`config.mk`:
```
export PLATFORM = sky130hd
export DESIGN_NAME = mag_cmp_chain
export DESIGN_NICKNAME = d
export VERILOG_FILES = /design/src/rtl/mag_cmp_pkg.sv /design/src/rtl/mag_slice_local.sv /design/src/rtl/mag_slice_merge.sv /design/src/rtl/mag_slice.sv /design/src/rtl/mag_cmp_chain.sv
export SDC_FILE = /design/constraint.sdc
export NUM_CORES = 1
export LEC_CHECK = 0
export ABC_AREA = 1
export BUFFER_PORTS_ARGS = -buffer_cell sky130_fd_sc_hd__buf_4
export CAP_MARGIN = 20
export CORE_AREA = 3 3 40 42
export DETAILED_ROUTE_END_ITERATION = 10
export DIE_AREA = 0 0 43 45
export PLACE_DENSITY = 0.67
export SLEW_MARGIN = 20
export SYNTH_ARGS = -nofsm -noshare
export SYNTH_HDL_FRONTEND = slang
export SYNTH_SLANG_ARGS = --single-unit
```
`constraint.sdc`:
```
create_clock -name vclk -period 4.1
set_input_delay 1.025 -clock vclk [all_inputs]
set_output_delay 1.025 -clock vclk [all_outputs]
set_load 0.1 [all_outputs]
```
`src/rtl/mag_cmp_pkg.sv`:
```
package mag_cmp_pkg;

    typedef struct packed {
        logic gt;
        logic eq;
        logic lt;
    } cmp_flags_t;

    localparam cmp_flags_t SEED_EQUAL = '{gt: 1'b0, eq: 1'b1, lt: 1'b0};

endpackage

```
`src/rtl/mag_slice_local.sv`:
```
module mag_slice_local
    import mag_cmp_pkg::*;
#(
    parameter int SLICE_W = 4
) (
    input  logic [SLICE_W-1:0] a_i,
    input  logic [SLICE_W-1:0] b_i,
    output cmp_flags_t         local_o
);

    logic [SLICE_W-1:0] same_d;

    // bitwise equivalence terms
    generate
        for (genvar i = 0; i < SLICE_W; i++) begin : g_same
            assign same_d[i] = ~(a_i[i] ^ b_i[i]);
        end
    endgenerate

    cmp_flags_t res_d;

    // sum of products: each term needs all higher bits equal
    always_comb begin
        logic upper_same;
        upper_same = 1'b1;
        res_d      = '0;
        for (int i = SLICE_W - 1; i >= 0; i--) begin
            res_d.gt   = res_d.gt | (upper_same & a_i[i] & ~b_i[i]);
            res_d.lt   = res_d.lt | (upper_same & ~a_i[i] & b_i[i]);
            upper_same = upper_same & same_d[i];
        end
        res_d.eq = upper_same;
    end

    assign local_o = res_d;

endmodule

```
`src/rtl/mag_slice_merge.sv`:
```
module mag_slice_merge
    import mag_cmp_pkg::*;
(
    input  cmp_flags_t local_i,
    input  cmp_flags_t below_i,
    output cmp_flags_t merged_o
);

    cmp_flags_t merged_d;

    always_comb begin
        merged_d.gt = local_i.gt | (local_i.eq & below_i.gt);
        merged_d.eq = local_i.eq & below_i.eq;
        merged_d.lt = local_i.lt | (local_i.eq & below_i.lt);
    end

    assign merged_o = merged_d;

endmodule

```
`src/rtl/mag_slice.sv`:
```
module mag_slice
    import mag_cmp_pkg::*;
#(
    parameter int SLICE_W = 4
) (
    input  logic [SLICE_W-1:0] a_i,
    input  logic [SLICE_W-1:0] b_i,
    input  cmp_flags_t         below_i,
    output cmp_flags_t         out_o
);

    cmp_flags_t local_d;

    mag_slice_local #(.SLICE_W(SLICE_W)) u_local (
        .a_i     (a_i),
        .b_i     (b_i),
        .local_o (local_d)
    );

    mag_slice_merge u_merge (
        .local_i  (local_d),
        .below_i  (below_i),
        .merged_o (out_o)
    );

endmodule

```
`src/rtl/mag_cmp_chain.sv`:
```
module mag_cmp_chain
    import mag_cmp_pkg::*;
#(
    parameter int STAGES  = 3,
    parameter int SLICE_W = 4
) (
    input  logic [STAGES*SLICE_W-1:0] a_i,
    input  logic [STAGES*SLICE_W-1:0] b_i,
    output logic                      gt_o,
    output logic                      eq_o,
    output logic                      lt_o
);

    localparam int W = STAGES * SLICE_W;

    cmp_flags_t chain_d [STAGES+1];

    // lowest slice sees an "equal" verdict from below
    assign chain_d[0] = SEED_EQUAL;

    generate
        for (genvar s = 0; s < STAGES; s++) begin : g_slice
            mag_slice #(.SLICE_W(SLICE_W)) u_slice (
                .a_i     (a_i[s*SLICE_W +: SLICE_W]),
                .b_i     (b_i[s*SLICE_W +: SLICE_W]),
                .below_i (chain_d[s]),
                .out_o   (chain_d[s+1])
            );
        end
    endgenerate

    assign gt_o = chain_d[STAGES].gt;
    assign eq_o = chain_d[STAGES].eq;
    assign lt_o = chain_d[STAGES].lt;

endmodule

```
==> results of run 1 <==
[stage by stage]
stage	setup slack, ns	area (µm²)	util, %	power (mW)	hold WS, ns
final	0.6474	725.7	56.48	0.08763	2.596
after global routing	0.4914	725.7	56.48	0.09822	2.673
after CTS	0.6436	725.7	56.48	0.08840	2.602
after detailed placement	0.6426	725.7	56.48	0.08828	2.602
after global placement	0.6705	725.7	56.48	0.08722	2.602
after floorplan	0.4072	504.2	-	0.05755	2.472
[metal layers]
layer / share of wire [%] / GRT usage, %
met1: 48 / 15.24
met5: 0 / 0
met2: 46 / 19.46
met4: 0 / 0
met3: 5.1 / 0
[cell usage in the layout (no fill, tap or decap), types with 2 or more instances in the layout]
cell type  instances
o21bai_1           2
inv_1             27
buf_4             27
nand2_1           29
nor2_1            14
nor3_1             2
nand3_1            7
a21oi_1            2
nand4_1            2
ha_1               6
[final cells by class]
type | count | area (µm²)
Fill cell | 135 | 559.3
Inverter | 27 | 101.3
Multi-Input combinational cell | 74 | 402.9
Tap cell | 15 | 18.77
Timing Repair Buffer | 27 | 202.7
[report_power, final]
group | total [mW] | switching (mW) | internal (mW)
logic | 0.0876 | 0.0523 | 0.0353
clock network | 0 | 0 | 0
registers | 0 | 0 | 0
[worst max path at each step]
stage | startpoint | cells after the start | to | slack, ns
after floorplan | a_i[7] | 7 | eq_o | 0.41
after global placement | a_i[7] | 9 | eq_o | 0.67
after detailed placement | a_i[7] | 9 | eq_o | 0.64
after CTS | a_i[7] | 9 | eq_o | 0.64
after global routing | a_i[7] | 11 | gt_o | 0.49
final | a_i[7] | 9 | eq_o | 0.65
[kinds of logic after synthesis]
group	synth area share, %
compound gates	9.475
fa+ha+maj	14.96
buf+inv	20.20
xor+xnor	1.746
simple gates	53.62
==> results.py, run 1 <==
metrics = {
    "hold_path": {
        "worstHoldStart": "b_i[8]",
        "hold_path_class": "input pin to output pin",
        "whs_path_depth": 5,
        "holdPathEnd": "gt_o",
    },
    "finish": {
        "layout.cells.non_filler": 143,
        "area_growth_pct": 44.64,
        "seqCellArea_um2": 0,
        "num_antenna_cells": 0,
        "clock_buffers": 0,
        "num-nets-final": 160,
        "seq_cells": 0,
        "drive_gt1_share_pct": 25.00,
    },
    "timing": {
        "min_period_over_period_pct": 84.21,
        "rsz0062_at_grt": "false",
        "slew-limit-headroom_pct": 80.39,
        "slew_viol_final": 0,
        "setup_tns_ns": 0,
        "setup_viol": 0,
        "fmax_mhz": 289.6,
        "min_period_ns": 3.453,
        "hold_viol": 0,
        "tightest_slew_ns": 0.2917,
    },
    "power": {
        "p_leak_nw": 0.4708,
        "vdd_drop_max_uv": 52.77,
        "powerDensity_nw_per_um2": 120.7,
    },
    "clock_tree": {
        "cts_setup_buffers": 0,
        "holdBufCountCts": 0,
        "ctsResizeCount": 0,
    },
    "synthesis": {
        "synth_cell_type_count": 19,
        "synth_area_per_cell_um2": 4.968,
        "synth_top_cell_area_share_pct": 21.70,
        "syn_area_um2": 501.7,
        "ys_warn_count": 0,
        "synth.most_common_cell": "nand2_1",
        "synthCells": 101,
        "synthTopCellsByArea": "nand2_1, inv_1, ha_1",
        "yosys-top-cells-count": "nand2_1, inv_1, nor2_1, nand3_1, ha_1",
        "yosysTopAreaCell": "nand2_1",
        "synth_fp_nets": 131,
        "synth-seq-area-share_pct": 0,
    },
    "grt": {
        "grt_max_degree": 5,
        "grt_usage_pct": 10.70,
        "gr-total-overflow": 0,
        "grt_pass1_vias": 494,
        "antenna_found_initial": 0,
        "grt_pass1_wl_um": 1752,
    },
    "die": {
        "rows": 13,
        "core_region_area_um2": 1285,
        "die_x_um": 43,
        "io_pins": 27,
        "initial_core_util_pct": 39.05,
        "die-area_um2": 1935,
        "die_y_um": 45,
    },
    "worst_setup_path": {
        "arrival_ns": 2.43,
        "worst_path_dominant_cell_family": "simple AND/OR/NAND/NOR gates",
        "max_stage_delay_ns": 0.29,
        "cp_common_cell": "buf_4",
        "critPathCaptureType": "output pin",
        "path_buf_inv": 3,
        "cp_slowest_cell": "buf_4",
        "critPathLaunchType": "input pin",
        "crit_required_ns": 3.07,
        "path_max_fanout": 3,
        "crit_chain": "buf_4 > inv_1 > ha_1 > a21boi_2 > nand2_2 > nor3_2 > nand4_1 > nor2b_2 > buf_4",
        "worstSetupPathType": "input pin to output pin",
    },
    "run": {
        "max-cap-violations": 0,
    },
    "placement": {
        "gp_congestion": 0.7093,
        "dp_hpwl_um": 975.8,
        "place.port_buffers": 27,
        "dp_cells": 143,
    },
    "detailed_routing": {
        "wire_per_inst_um": 7.287,
        "routed_via_density": 4.322,
        "drc": 0,
        "drt_iter0_drc": 14,
        "detail-route-antenna-nets": 0,
        "firstDrtPassIters": 4,
        "vias": 618,
        "drt_wl_total_um": 1042,
    },
    "status": {
        "status": "complete, no violations",
    },
}
Note: power is estimated with default switching activity, not from simulation.
==> run 2, diff against run 1 <==
- PLACE_DENSITY: 0.67 -> 0.7
- clock period: 4.1 -> 3.1 ns (I/O delays scaled with it)
==> run 2 against run 1 <==
  * Hold slack lost 0.50 ns
  * Sequential cell count did not move
  * Die area unchanged
  * Global-route usage rose by 0.75 points
  * Critical path depth did not move
  * Worst setup slack lost 0.48 ns
  * Power increased by 36%
  * Via count up 0.49%
  * Non-clock buffer count is the same
  * First-iteration DRC count fell by 79%
  * Core utilization increased by 1.3 points
  * Largest cell class unchanged
  * Routed wire length grew 2.9%
==> results.py, run 2 (synthesis results as in run 1) <==
metrics = {
    "finish": {
        "drive_gt1_share_pct": 25.00,
        "fill_cells": 152,
        "final_cell_mix": "nand2_1, inv_1, buf_4, nor2_1, nand3_1",
        "clock_buffers": 0,
        "seqCellArea_um2": 0,
        "area_growth_pct": 47.88,
        "num_antenna_cells": 0,
        "num-nets-final": 160,
        "final_common_cell": "nand2_1",
        "seq_cells": 0,
        "finalInstanceArea_um2": 742.0,
    },
    "die": {
        "die_x_um": 43,
        "io_pins": 27,
        "rows": 13,
        "die_y_um": 45,
        "die-area_um2": 1935,
        "core_region_area_um2": 1285,
        "initial_core_util_pct": 39.05,
    },
    "timing": {
        "min_period_over_period_pct": 94.46,
        "min_period_ns": 2.928,
        "setup_tns_ns": 0,
        "hold_viol": 0,
        "slew-limit-headroom_pct": 78.92,
        "slew_viol_final": 0,
        "setup_viol": 0,
        "fmax_mhz": 341.5,
        "rsz0062_at_grt": "false",
        "tightest_slew_ns": 0.3136,
    },
    "detailed_routing": {
        "drt_wl_total_um": 1072,
        "vias": 621,
        "drt_iter0_drc": 3,
        "wire_per_inst_um": 7.497,
        "drc": 0,
        "detail-route-antenna-nets": 0,
        "firstDrtPassIters": 4,
        "routed_via_density": 4.343,
    },
    "clock_tree": {
        "ctsResizeCount": 0,
        "holdBufCountCts": 0,
        "cts_setup_buffers": 0,
    },
    "power": {
        "sw_frac_of_total_pct": 58.83,
        "p_int_mw": 0.04919,
        "p_seq_share_pct": 0,
        "pwr-share-comb_pct": 100.0,
        "vdd_drop_max_uv": 81.19,
        "p_leak_nw": 0.4744,
        "powerDensity_nw_per_um2": 161.0,
        "clkPwrFrac_pct": 0,
        "p_sw_mw": 0.07030,
    },
    "grt": {
        "antenna_found_initial": 0,
        "grt_pass1_wl_um": 1883,
        "met1_usage_pct": 16.19,
        "gr-max-usage-layer": "met2",
        "grt_usage_pct": 11.44,
        "use_met2_pct": 20.96,
        "grt_util_met3_pct": 0,
        "grt_max_degree": 5,
        "gr-total-overflow": 0,
        "grt_pass1_vias": 503,
    },
    "status": {
        "status": "complete, no violations",
    },
    "placement": {
        "place.port_buffers": 27,
        "dp_hpwl_um": 992.4,
        "place_area_um2": 730.7,
        "gp_congestion": 0.7114,
    },
    "worst_setup_path": {
        "crit_required_ns": 2.32,
        "worstSetupPathType": "input pin to output pin",
        "critPathCaptureType": "output pin",
        "path_max_fanout": 3,
        "arrival_ns": 2.15,
        "critPathLaunchType": "input pin",
    },
    "hold_path": {
        "hold_path_class": "input pin to output pin",
    },
    "run": {
        "max-cap-violations": 0,
    },
}
## run 2: path summary, 6_finish.rpt
check	startpoint	to	slack, ns	depth (start not counted)
min	b_i[8]	gt_o	2.09	5
max	a_i[7]	eq_o	0.17	9
## run 2: metrics by stage
| step | hold WS, ns | setup slack, ns | power (mW) | utilization (%) | instances |
|---|---|---|---|---|---|
| 2_1_floorplan | 1.945 | 0.03350 | 0.07645 | - | 101 |
| 3_3_place_gp | 2.119 | 0.1334 | 0.1156 | 56.86 | 143 |
| 3_5_place_dp | 2.125 | 0.1069 | 0.1172 | 56.86 | 143 |
| 4_1_cts | 2.129 | 0.1099 | 0.1176 | 56.86 | 143 |
| 5_1_grt | 2.126 | 0.005705 | 0.1335 | 57.74 | 143 |
| 6_report | 2.094 | 0.1718 | 0.1195 | 57.74 | 143 |
## run 2: cell type report
| type | instances | area [µm²] | area share [%] |
|---|---|---|---|
| Inverter | 27 | 101.3 | 13.66 |
| Tap cell | 15 | 18.77 | 2.530 |
| Timing Repair Buffer | 27 | 214.0 | 28.84 |
| Multi-Input combinational cell | 74 | 407.9 | 54.97 |
## run 2: worst max-delay path, cell delays in order
cell and delay (ns):
buf_4 0.09, inv_1 0.03, ha_1 0.28, a21boi_2 0.20
nand2_2 0.08, nor3_2 0.17, nand4_1 0.17, nor2b_4 0.14
buf_6 0.22
## run 2: power by group through the flow
stage | Clock [mW] | Combinational [mW] | Sequential (mW)
floorplan | 0 | 0.0765 | 0
global placement | 0 | 0.116 | 0
detailed placement | 0 | 0.117 | 0
CTS | 0 | 0.118 | 0
global route | 0 | 0.134 | 0
finish | 0 | 0.119 | 0
## run 2: layer usage
layer	vias up	part of all wire, %
met5	-	0
met4	0	0
met3	0	4.3
met2	13	48
met1	245	48
li1	363	-
